$ cat src/rtl/fan_tach_pkg.sv
// Package: shared types for the fan tachometer period monitor.
// Assumes nothing beyond IEEE 1800-2017 synthesizable constructs.
package fan_tach_pkg;

    // Default count width: at 100 MHz about 10 ms of range.
    localparam int DEFAULT_CNT_W = 20;

    // Timing state of the period counter.
    typedef enum logic {
        TMR_IDLE = 1'b0,   // waiting for an edge to start timing
        TMR_RUN  = 1'b1    // counting cycles since the last edge
    } tmr_state_e;

endpackage

$ cat src/rtl/tach_edge_sync.sv
// Module: tach_edge_sync
// Brings the asynchronous tach pin into the clock domain through a
// chain of STAGES flops, then flags each rising edge for one cycle.
// Assumes the pin stays at each level for at least two clock cycles.
module tach_edge_sync #(
    parameter int STAGES = 2
) (
    input  logic clk,
    input  logic rst_n,
    input  logic pin_i,
    output logic rise_o
);
    logic [STAGES-1:0] chain_q;
    logic              last_q;

    // Synchroniser chain, one generated flop per stage.
    genvar g;
    generate
        for (g = 0; g < STAGES; g++) begin : g_stage
            if (g == 0) begin : g_first
                // First stage samples the raw pin.
                always_ff @(posedge clk) begin
                    if (!rst_n) chain_q[0] <= 1'b0;
                    else        chain_q[0] <= pin_i;
                end
            end else begin : g_next
                // Later stages follow the previous stage.
                always_ff @(posedge clk) begin
                    if (!rst_n) chain_q[g] <= 1'b0;
                    else        chain_q[g] <= chain_q[g-1];
                end
            end
        end
    endgenerate

    // Previous synchronised level, used for edge detection.
    always_ff @(posedge clk) begin
        if (!rst_n) last_q <= 1'b0;
        else        last_q <= chain_q[STAGES-1];
    end

    // A rising edge is a high synchronised level after a low one.
    assign rise_o = chain_q[STAGES-1] & ~last_q;
endmodule

$ cat src/rtl/tach_period_counter.sv
// Module: tach_period_counter
// Counts cycles between edge strobes. It reports a finished interval
// through done_o/period_o, and a stall when TIMEOUT_CYC cycles pass
// without an edge. Assumes 1 < TIMEOUT_CYC < 2**CNT_W.
module tach_period_counter
    import fan_tach_pkg::*;
#(
    parameter int CNT_W       = DEFAULT_CNT_W,
    parameter int TIMEOUT_CYC = 1_000_000
) (
    input  logic             clk,
    input  logic             rst_n,
    input  logic             rise_i,
    output logic             done_o,
    output logic             stall_o,
    output logic [CNT_W-1:0] period_o
);
    localparam logic [CNT_W-1:0] TMO_LIMIT = CNT_W'(TIMEOUT_CYC);

    tmr_state_e       state_q;
    logic [CNT_W-1:0] cnt_q;
    logic [CNT_W-1:0] cnt_inc;

    assign cnt_inc  = cnt_q + 1'b1;
    assign period_o = cnt_inc;

    // An interval completes on an edge while timing. An edge takes priority over a stall.
    assign done_o  = (state_q == TMR_RUN) && rise_i;
    assign stall_o = (state_q == TMR_RUN) && !rise_i && (cnt_inc == TMO_LIMIT);

    // Advance the count, restart it on an edge, and drop to idle on a stall.
    always_ff @(posedge clk) begin
        if (!rst_n) begin
            state_q <= TMR_IDLE;
            cnt_q   <= '0;
        end else begin
            case (state_q)
                TMR_IDLE: begin
                    cnt_q <= '0;
                    if (rise_i) state_q <= TMR_RUN;
                end
                default: begin
                    if (rise_i) begin
                        cnt_q <= '0;
                    end else if (stall_o) begin
                        cnt_q   <= '0;
                        state_q <= TMR_IDLE;
                    end else begin
                        cnt_q <= cnt_inc;
                    end
                end
            endcase
        end
    end
endmodule

$ cat src/rtl/tach_window_check.sv
// Module: tach_window_check
// Combinational test of a period against reference +/- tolerance.
// The lower bound saturates at zero. The upper bound is one bit wider so
// that it cannot wrap. Both bounds count as inside the window.
module tach_window_check #(
    parameter int CNT_W = 20
) (
    input  logic [CNT_W-1:0] period_i,
    input  logic [CNT_W-1:0] ref_i,
    input  logic [CNT_W-1:0] tol_i,
    output logic             outside_o
);
    logic [CNT_W:0]   hi_bound;
    logic [CNT_W-1:0] lo_bound;

    // Derive both bounds and compare the period with them.
    always_comb begin
        hi_bound  = {1'b0, ref_i} + {1'b0, tol_i};
        lo_bound  = (tol_i > ref_i) ? '0 : (ref_i - tol_i);
        outside_o = (period_i < lo_bound) || ({1'b0, period_i} > hi_bound);
    end
endmodule

$ cat src/rtl/fan_tach_monitor.sv
// Module: fan_tach_monitor (top)
// Tach period monitor: synchroniser, period counter and window check,
// with registered measurement and event outputs.
// Assumes ref/tolerance/check-enable are quasi-static; the values present
// in the cycle an interval completes are the ones used.
module fan_tach_monitor
    import fan_tach_pkg::*;
#(
    parameter int CNT_W       = DEFAULT_CNT_W,
    parameter int TIMEOUT_CYC = 1_000_000,
    parameter int SYNC_STAGES = 2
) (
    input  logic             clk,
    input  logic             rst_n,
    input  logic             tach_i,
    input  logic             chk_en_i,
    input  logic [CNT_W-1:0] ref_period_i,
    input  logic [CNT_W-1:0] tolerance_i,
    output logic [CNT_W-1:0] meas_o,
    output logic             new_meas_o,
    output logic             tach_err_o
);
    logic             rise;
    logic             done;
    logic             stall;
    logic             outside;
    logic [CNT_W-1:0] period;

    tach_edge_sync #(.STAGES(SYNC_STAGES)) u_sync (
        .clk    (clk),
        .rst_n  (rst_n),
        .pin_i  (tach_i),
        .rise_o (rise)
    );

    tach_period_counter #(.CNT_W(CNT_W), .TIMEOUT_CYC(TIMEOUT_CYC)) u_cnt (
        .clk      (clk),
        .rst_n    (rst_n),
        .rise_i   (rise),
        .done_o   (done),
        .stall_o  (stall),
        .period_o (period)
    );

    tach_window_check #(.CNT_W(CNT_W)) u_win (
        .period_i  (period),
        .ref_i     (ref_period_i),
        .tol_i     (tolerance_i),
        .outside_o (outside)
    );

    // Register the measurement and the events; a stall clears the result.
    always_ff @(posedge clk) begin
        if (!rst_n) begin
            meas_o     <= '0;
            new_meas_o <= 1'b0;
            tach_err_o <= 1'b0;
        end else begin
            new_meas_o <= done;
            tach_err_o <= (done && chk_en_i && outside) || stall;
            if (done)       meas_o <= period;
            else if (stall) meas_o <= '0;
        end
    end
endmodule

$ cat config.mk
export PLATFORM = sky130hd
export DESIGN_NAME = fan_tach_monitor
export DESIGN_NICKNAME = d
export VERILOG_FILES = /design/src/rtl/fan_tach_pkg.sv /design/src/rtl/tach_edge_sync.sv /design/src/rtl/tach_period_counter.sv /design/src/rtl/tach_window_check.sv /design/src/rtl/fan_tach_monitor.sv
export SDC_FILE = /design/constraint.sdc
export NUM_CORES = 1
export LEC_CHECK = 0
export ABC_AREA = 0
export BUFFER_PORTS_ARGS = -buffer_cell sky130_fd_sc_hd__buf_4
export CAP_MARGIN = 40
export CORE_ASPECT_RATIO = 2
export CORE_MARGIN = 8
export CORE_UTILIZATION = 60
export CTS_CLUSTER_DIAMETER = 200
export CTS_CLUSTER_SIZE = 20
export DETAILED_ROUTE_END_ITERATION = 10
export PLACE_DENSITY = 0.86
export SYNTH_ARGS = -nofsm -noshare
export SYNTH_HDL_FRONTEND = slang
export SYNTH_SLANG_ARGS = --single-unit
export TNS_END_PERCENT = 5
$ cat constraint.sdc
create_clock -name clk -period 5.72 [get_ports clk]
set_input_delay 1.144 -clock clk [delete_from_list [all_inputs] [get_ports clk]]
set_output_delay 1.144 -clock clk [all_outputs]
set_load 0.005 [all_outputs]
==> impl_metrics.tcl, run 1 <==
set metrics [dict create \
    cp_top_family "compound AO/OA/AOI/OAI gates" \
    ys_types 57 \
    multiInputGateArea_sq_um 3830 \
    numClockSinks 46 \
    initial_utilization_pct 61.7 \
    clk_path_buf_depth 2 \
    antenna_found_initial 0 \
    port_buffers 65 \
    ir_worst_vdd_mv 0.103 \
    dp_slack_ps 441 \
    drv_cap 0 \
    seqPwrFrac_pct 32.3 \
    syn_nets 805 \
    drc 0 \
    worstMarginPinSlew_ps 893 \
    fillers 713 \
    area_growth_pct 12.6 \
    p_leak_uw 0.00275 \
    grt_first_pass_wirelength_mm 23.7 \
    pwr-share-clk_pct 32.9 \
    critPathMaxFanout 3 \
    period_minus_slack_ps 5120 \
    status "finished, final reports clean" \
    die_h_um 147 \
    io_pins 66 \
    ys_async_sr_fraction_pct 0 \
    tritoncts "done" \
    synth-seq-cells 46 \
    crit_buf_inv 3 \
    cpPeakStageDelay_ps 520 \
    cp.required_ps 5950 \
    nets 844 \
    slew_headroom_pct 40.5 \
    dr.pass1.iters 4 \
    skew_ps 6.90 \
    dieArea_sq_um 11900 \
    dp_hpwl_mm 11.8 \
    final.setup.tns_ps 0 \
    syn_area_per_cell_sq_um 7.55 \
    cpMaxStageDelayCell "a2111oi_0" \
    insertion_delay_ps 290 \
    p_sw_uw 326 \
    arrival_ps 5350 \
    final-seq-area_sq_um 921 \
    synth_ff_type "dfxtp_1" \
    htree_levels 2 \
    ctsHoldBuffers 0 \
    start_kind "input pin" \
    synthesis.area_sq_um 5120 \
    overflow 0 \
    die_width_um 81.3 \
    slew_viol_final 0 \
    core_region_area_sq_um 8290 \
    numCtsBuffers 5 \
    setup_viol 0 \
    internal_power_uw 677 \
    cpMostUsedCell "a2111oi_0" \
    hold_viol_final 0 \
    p_comb_share_pct 34.8 \
    grt_use_total_pct 24.3 \
    power_density_nw_per_um2 174 \
    via_per_inst 6.31 \
    setup_ws_ps 604 \
    cts_root_buffer "clkbuf_16" \
    path_cells "buf_4, inv_1, ha_1, nand2b_1, a221o_1, a2111oi_0, buf_4, a2111oi_0, o31ai_1, a311oi_1, xnor2_1, ha_1, o21a_1, nor2_1, a2111oi_0, o31ai_1, o21bai_1, a211o_1, nand3_1" \
    drt_iter0_markers 253 \
    drive_gt1_share_pct 11.8 \
    ys_warn_count 0 \
    drt-total-wl_mm 14.3 \
    detail_route.wl_per_cell_um 17.5 \
    gp_congestion 0.970 \
    seq_area_frac_synth_pct 18.0 \
    synth_edf_count 0 \
    ant_nets 0 \
    vias 5151 \
    worstHoldPathType "reg -> reg" \
    max_freq_ghz 0.195 \
    critPathCaptureType "register" \
    clk_pin_slew_ps 70 \
    fp-row-count 47 \
    grt_pass1_vias 5231 \
    grt_max_degree 48 \
    cts_setup_buffers 0 \
    switching_share_pct 32.5 \
    diodes 0 \
    post_cts_resized 0 \
    postSynthCellCount 678 \
    min_period_over_period_pct 89.4 \
    grt_setup_unrepaired "no" \
    path_class "in -> reg" \
]
[registers in the layout, summed over array words and instances, names as in the netlist]
| signal | cells |
|---|---|
| meas_o | 20 |
| u_cnt.cnt_q | 20 |
| u_sync.chain_q | 2 |
| new_meas_o | 1 |
| tach_err_o | 1 |
| u_cnt.state_q | 1 |
| u_sync.last_q | 1 |
[layout by cell type (no fill, tap or decap), drive strengths merged, types with 20 or more instances in the layout]
master  instances
buf            68
nand3          38
a32oi          20
o21ai          38
inv            57
a21o           25
a21oi          32
nor2           60
dfxtp          46
ha             81
xnor2          34
nand2          37
[cell families (layout without fill, tap and decap cells)]
group                      Yosys count  after routing  synth area share (%)
AOI/OAI and AO/OA                  172            172                  22.8
xor gates and xnor gates            39             39                  6.68
adders and majority gates           83             83                  20.6
buffers and inverters               93            133                  7.19
DFF                                 46             46                  18.0
muxes                                4              4                 0.807
and+or+nand+nor                    241            241                  24.0
[final timing paths]
check | to | cells past startpoint | from | slack, ps
max | tach_err_o$_SDFF_PN0_ | 19 | tolerance_i[1] | 600
min | u_sync.chain_q[1]$_SDFF_PN0_ | 1 | u_sync.chain_q[0]$_SDFF_PN0_ | 430
max reg2reg | tach_err_o$_SDFF_PN0_ | 14 | u_cnt.cnt_q[0]$_SDFF_PP0_ | 1810
min reg2reg | u_sync.chain_q[1]$_SDFF_PN0_ | 1 | u_sync.chain_q[0]$_SDFF_PN0_ | 430
[cell type report]
type                    count  share of cell area (%)
clock inverters             2                   0.651
repair buffers             68                    8.86
flip-flops and latches     46                    16.0
clock buffers               6                    2.24
well taps                  98                    2.13
inverters                  57                    3.71
multi-input cells         539                    66.4
[through the flow]
stage | std cells | hold slack [ps] | util [%] | area [sq um] | power (uW)
after global routing | 816 | 478 | 69.5 | 5760 | 1060
after global placement | 808 | 414 | 67.5 | 5600 | 664
after detailed placement | 808 | 421 | 67.5 | 5600 | 676
after CTS | 816 | 436 | 69.5 | 5760 | 1000
after floorplan | 678 | 412 | - | 5120 | 576
final | 816 | 434 | 69.5 | 5760 | 1000
[synthesized netlist by cell type (14+ instances only)]
cell type,n,area share [%]
ha_1,81,20
clkbuf_1,31,2.3
nand2_1,36,2.6
nand3_1,38,3.7
nor2_1,60,4.4
o21ai_0,38,3.7
inv_1,57,4.2
a32oi_1,20,3.4
dfxtp_1,46,18
a21oi_1,32,3.1
nor3_1,15,1.5
xnor2_1,34,5.8
a21o_1,25,3.7
nand4_1,14,1.7
[metal layers]
| metal | track usage, % | vias up | wire [um] |
|---|---|---|---|
| met2 | 46.9 | 154 | 8070 |
| met5 | 0 | - | 0 |
| met3 | 2.58 | 54 | 548 |
| met4 | 14.6 | 0 | 795 |
| met1 | 22.4 | 2442 | 4900 |
| li1 | - | 2501 | - |
[power by group through the flow]
stage | registers, uW | clock network, uW | logic (uW)
finish | 324 | 330 | 349
global route | 324 | 344 | 389
CTS | 324 | 331 | 346
detailed placement | 331 | 0 | 344
global placement | 331 | 0 | 333
floorplan | 331 | 0 | 245
(Power assumes the default switching activity.)
==> run 2, diff against run 1 <==
Settings changed: ABC_AREA 0 to 1, GPL_TIMING_DRIVEN set to 0.
==> impl_metrics.tcl, run 2 <==
set metrics [dict create \
    crit_buf_inv 5 \
    diodes 0 \
    synth-seq-cells 46 \
    insertion_delay_ps 290 \
    synth_edf_count 0 \
    clk_pin_slew_ps 60 \
    drt_iter0_markers 214 \
    worstHoldPathType "reg -> reg" \
    fp-row-count 47 \
    via_per_inst 5.46 \
    grt_max_degree 14 \
    syn_area_per_cell_sq_um 6.74 \
    htree_levels 2 \
    cpMaxStageDelayCell "buf_1" \
    vias 5085 \
    switching_share_pct 34.6 \
    die_h_um 147 \
    worstMarginPinSlew_ps 684 \
    start_kind "input pin" \
    synthesis.area_sq_um 5120 \
    numCtsBuffers 5 \
    drt-total-wl_mm 13.2 \
    gp_congestion 0.908 \
    rr_worst_depth 21 \
    dieArea_sq_um 11900 \
    cp_top_family "simple AND/OR/NAND/NOR gates" \
    path_class "in -> reg" \
    ys_types 49 \
    ctsHoldBuffers 0 \
    cpMostUsedCell "nand2_1" \
    largest_registers "meas_o (20), u_cnt.cnt_q (20), u_sync.chain_q (2)" \
    core_region_area_sq_um 8290 \
    met3_length_um 349 \
    p_comb_share_pct 35.5 \
    pwr-share-clk_pct 30.7 \
    area_growth_pct 14.8 \
    wl_met1_mm 4.68 \
    tritoncts "done" \
    fillers 700 \
    numClockSinks 46 \
    slew_viol_final 0 \
    max_freq_ghz 0.210 \
    drc 0 \
    holdPathStages 2 \
    io_pins 66 \
    final.setup.tns_ps 0 \
    synth.most_common_cell "nand2_1" \
    hold_viol_final 0 \
    post-route-util_pct 70.9 \
    grt_pass1_vias 5230 \
    postSynthCellCount 760 \
    nets 959 \
    cpPeakStageDelay_ps 470 \
    drv_cap 0 \
    cts_setup_buffers 0 \
    ant_nets 0 \
    layout_commonest_cell "nand2_1" \
    overflow 0 \
    grt_use_total_pct 22.8 \
    seqPwrFrac_pct 33.8 \
    yosys.area.top_type "ha_1" \
    highest_layer "met4" \
    internal_power_uw 625 \
    cp.required_ps 5900 \
    p_sw_uw 330 \
    ys_warn_count 0 \
    critPathMaxFanout 10 \
    antenna_found_initial 0 \
    syn_nets 887 \
    slew_headroom_pct 53.9 \
    arrival_ps 4940 \
    critPathCaptureType "register" \
    min_period_over_period_pct 83.3 \
    grt_setup_unrepaired "no" \
    clk_path_buf_depth 2 \
    fin_cells 931 \
    drive_gt1_share_pct 15.7 \
    final_cell_mix "nand2_1 (173), inv_1 (123), ha_1 (81)" \
    port_buffers 65 \
    status "finished, final reports clean" \
    cts_root_buffer "clkbuf_16" \
    setup_ws_ps 956 \
    synth_ff_type "dfxtp_1" \
    detail_route.wl_per_cell_um 14.2 \
    total_power_uw 956 \
    dp_slack_ps 713 \
    period_minus_slack_ps 4760 \
    setup_viol 0 \
    place_inst 923 \
    ir_worst_vdd_mv 0.147 \
    path_cells "buf_4, ha_1, clkbuf_1, nand2_1, nor2_1, inv_1, nor2_1, nand3_1, nand3_1, buf_2, buf_1, nand3_1, ha_1, nand4_1, nor3_1, and3_1, nand2_1, nand2_1, nand2_1, nand2_1, a21oi_1" \
    dr.pass1.iters 7 \
    p_leak_uw 0.00305 \
    grt_first_pass_wirelength_mm 22.0 \
    ys_async_sr_fraction_pct 0 \
    wl_met2_mm 7.50 \
    power_density_nw_per_um2 162 \
    synth_common_cells "nand2_1 (173), inv_1 (123), ha_1 (81), nor2_1 (61), a21oi_1 (55)" \
    initial_utilization_pct 61.8 \
    seq_area_frac_synth_pct 18.0 \
    die_width_um 81.3 \
    dp_hpwl_mm 11.4 \
    cp.depth 21 \
    skew_ps 4.04 \
    yosys-top-cells-area "ha_1 (20%), dfxtp_1 (18%), nand2_1 (13%)" \
    post_cts_resized 0 \
    synth_top_area_share_pct 19.8 \
]
-- run 2: changes by cell type after synthesis, moves of 22 or more --
| cell | delta |
|---|---|
| nand2_1 | +137 |
| inv_1 | +66 |
| xnor2_1 | -31 |
| a21o_1 | -24 |
| a21oi_1 | +23 |
| o21ai_0 | -22 |
-- run 2: final timing paths --
check                          startpoint                           end  slack (ps)
max                      ref_period_i[18]         tach_err_o$_SDFF_PN0_         960
min          u_sync.chain_q[0]$_SDFF_PN0_  u_sync.chain_q[1]$_SDFF_PN0_         420
max reg2reg     u_cnt.cnt_q[0]$_SDFF_PP0_         tach_err_o$_SDFF_PN0_        2530
min reg2reg  u_sync.chain_q[0]$_SDFF_PN0_  u_sync.chain_q[1]$_SDFF_PN0_         420
-- run 2: final cells by class --
cell class	count	area, sq um	area share (%)
well taps	98	123	2.08
multi-input cells	565	3610	61.3
clock buffers	7	143	2.43
plain buffers	23	123	2.08
clock inverters	1	5.00	0.0851
repair buffers	65	488	8.30
flip-flops and latches	46	921	15.7
inverters	126	473	8.04
-- run 2: worst min-delay path: stages, from the launching register on --
cell     delay, ps
dfxtp_1        310
nand2_1         50
inv_1           40
-- run 2: layer usage --
| layer | up-vias | GRT usage [%] |
|---|---|---|
| met3 | 36 | 1.97 |
| met4 | 0 | 14.8 |
| met1 | 2359 | 20.7 |
| li1 | 2580 | - |
| met5 | - | 0 |
| met2 | 110 | 44.1 |
-- run 2: cell families after synthesis --
family | after synthesis | synth area share, %
AOI/OAI and AO/OA | 113 | 13.8
xor gates and xnor gates | 31 | 5.74
adders and majority gates | 83 | 20.6
buffers and inverters | 149 | 11.6
DFF | 46 | 18.0
and+or+nand+nor | 338 | 30.3
-- run 2: power by group through the flow --
stage | Combinational, uW | Sequential (uW) | Clock [uW]
2_1_floorplan | 239 | 330 | 0
6_report | 340 | 323 | 293
3_3_place_gp | 327 | 330 | 0
4_1_cts | 339 | 323 | 294
5_1_grt | 384 | 323 | 308
3_5_place_dp | 338 | 330 | 0
-- run 2: per-stage QoR --
stage / hold slack [ps] / area, sq um
2_1_floorplan: 390 / 5120
3_3_place_gp: 396 / 5730
3_5_place_dp: 410 / 5730
4_1_cts: 425 / 5880
5_1_grt: 439 / 5880
6_report: 423 / 5880
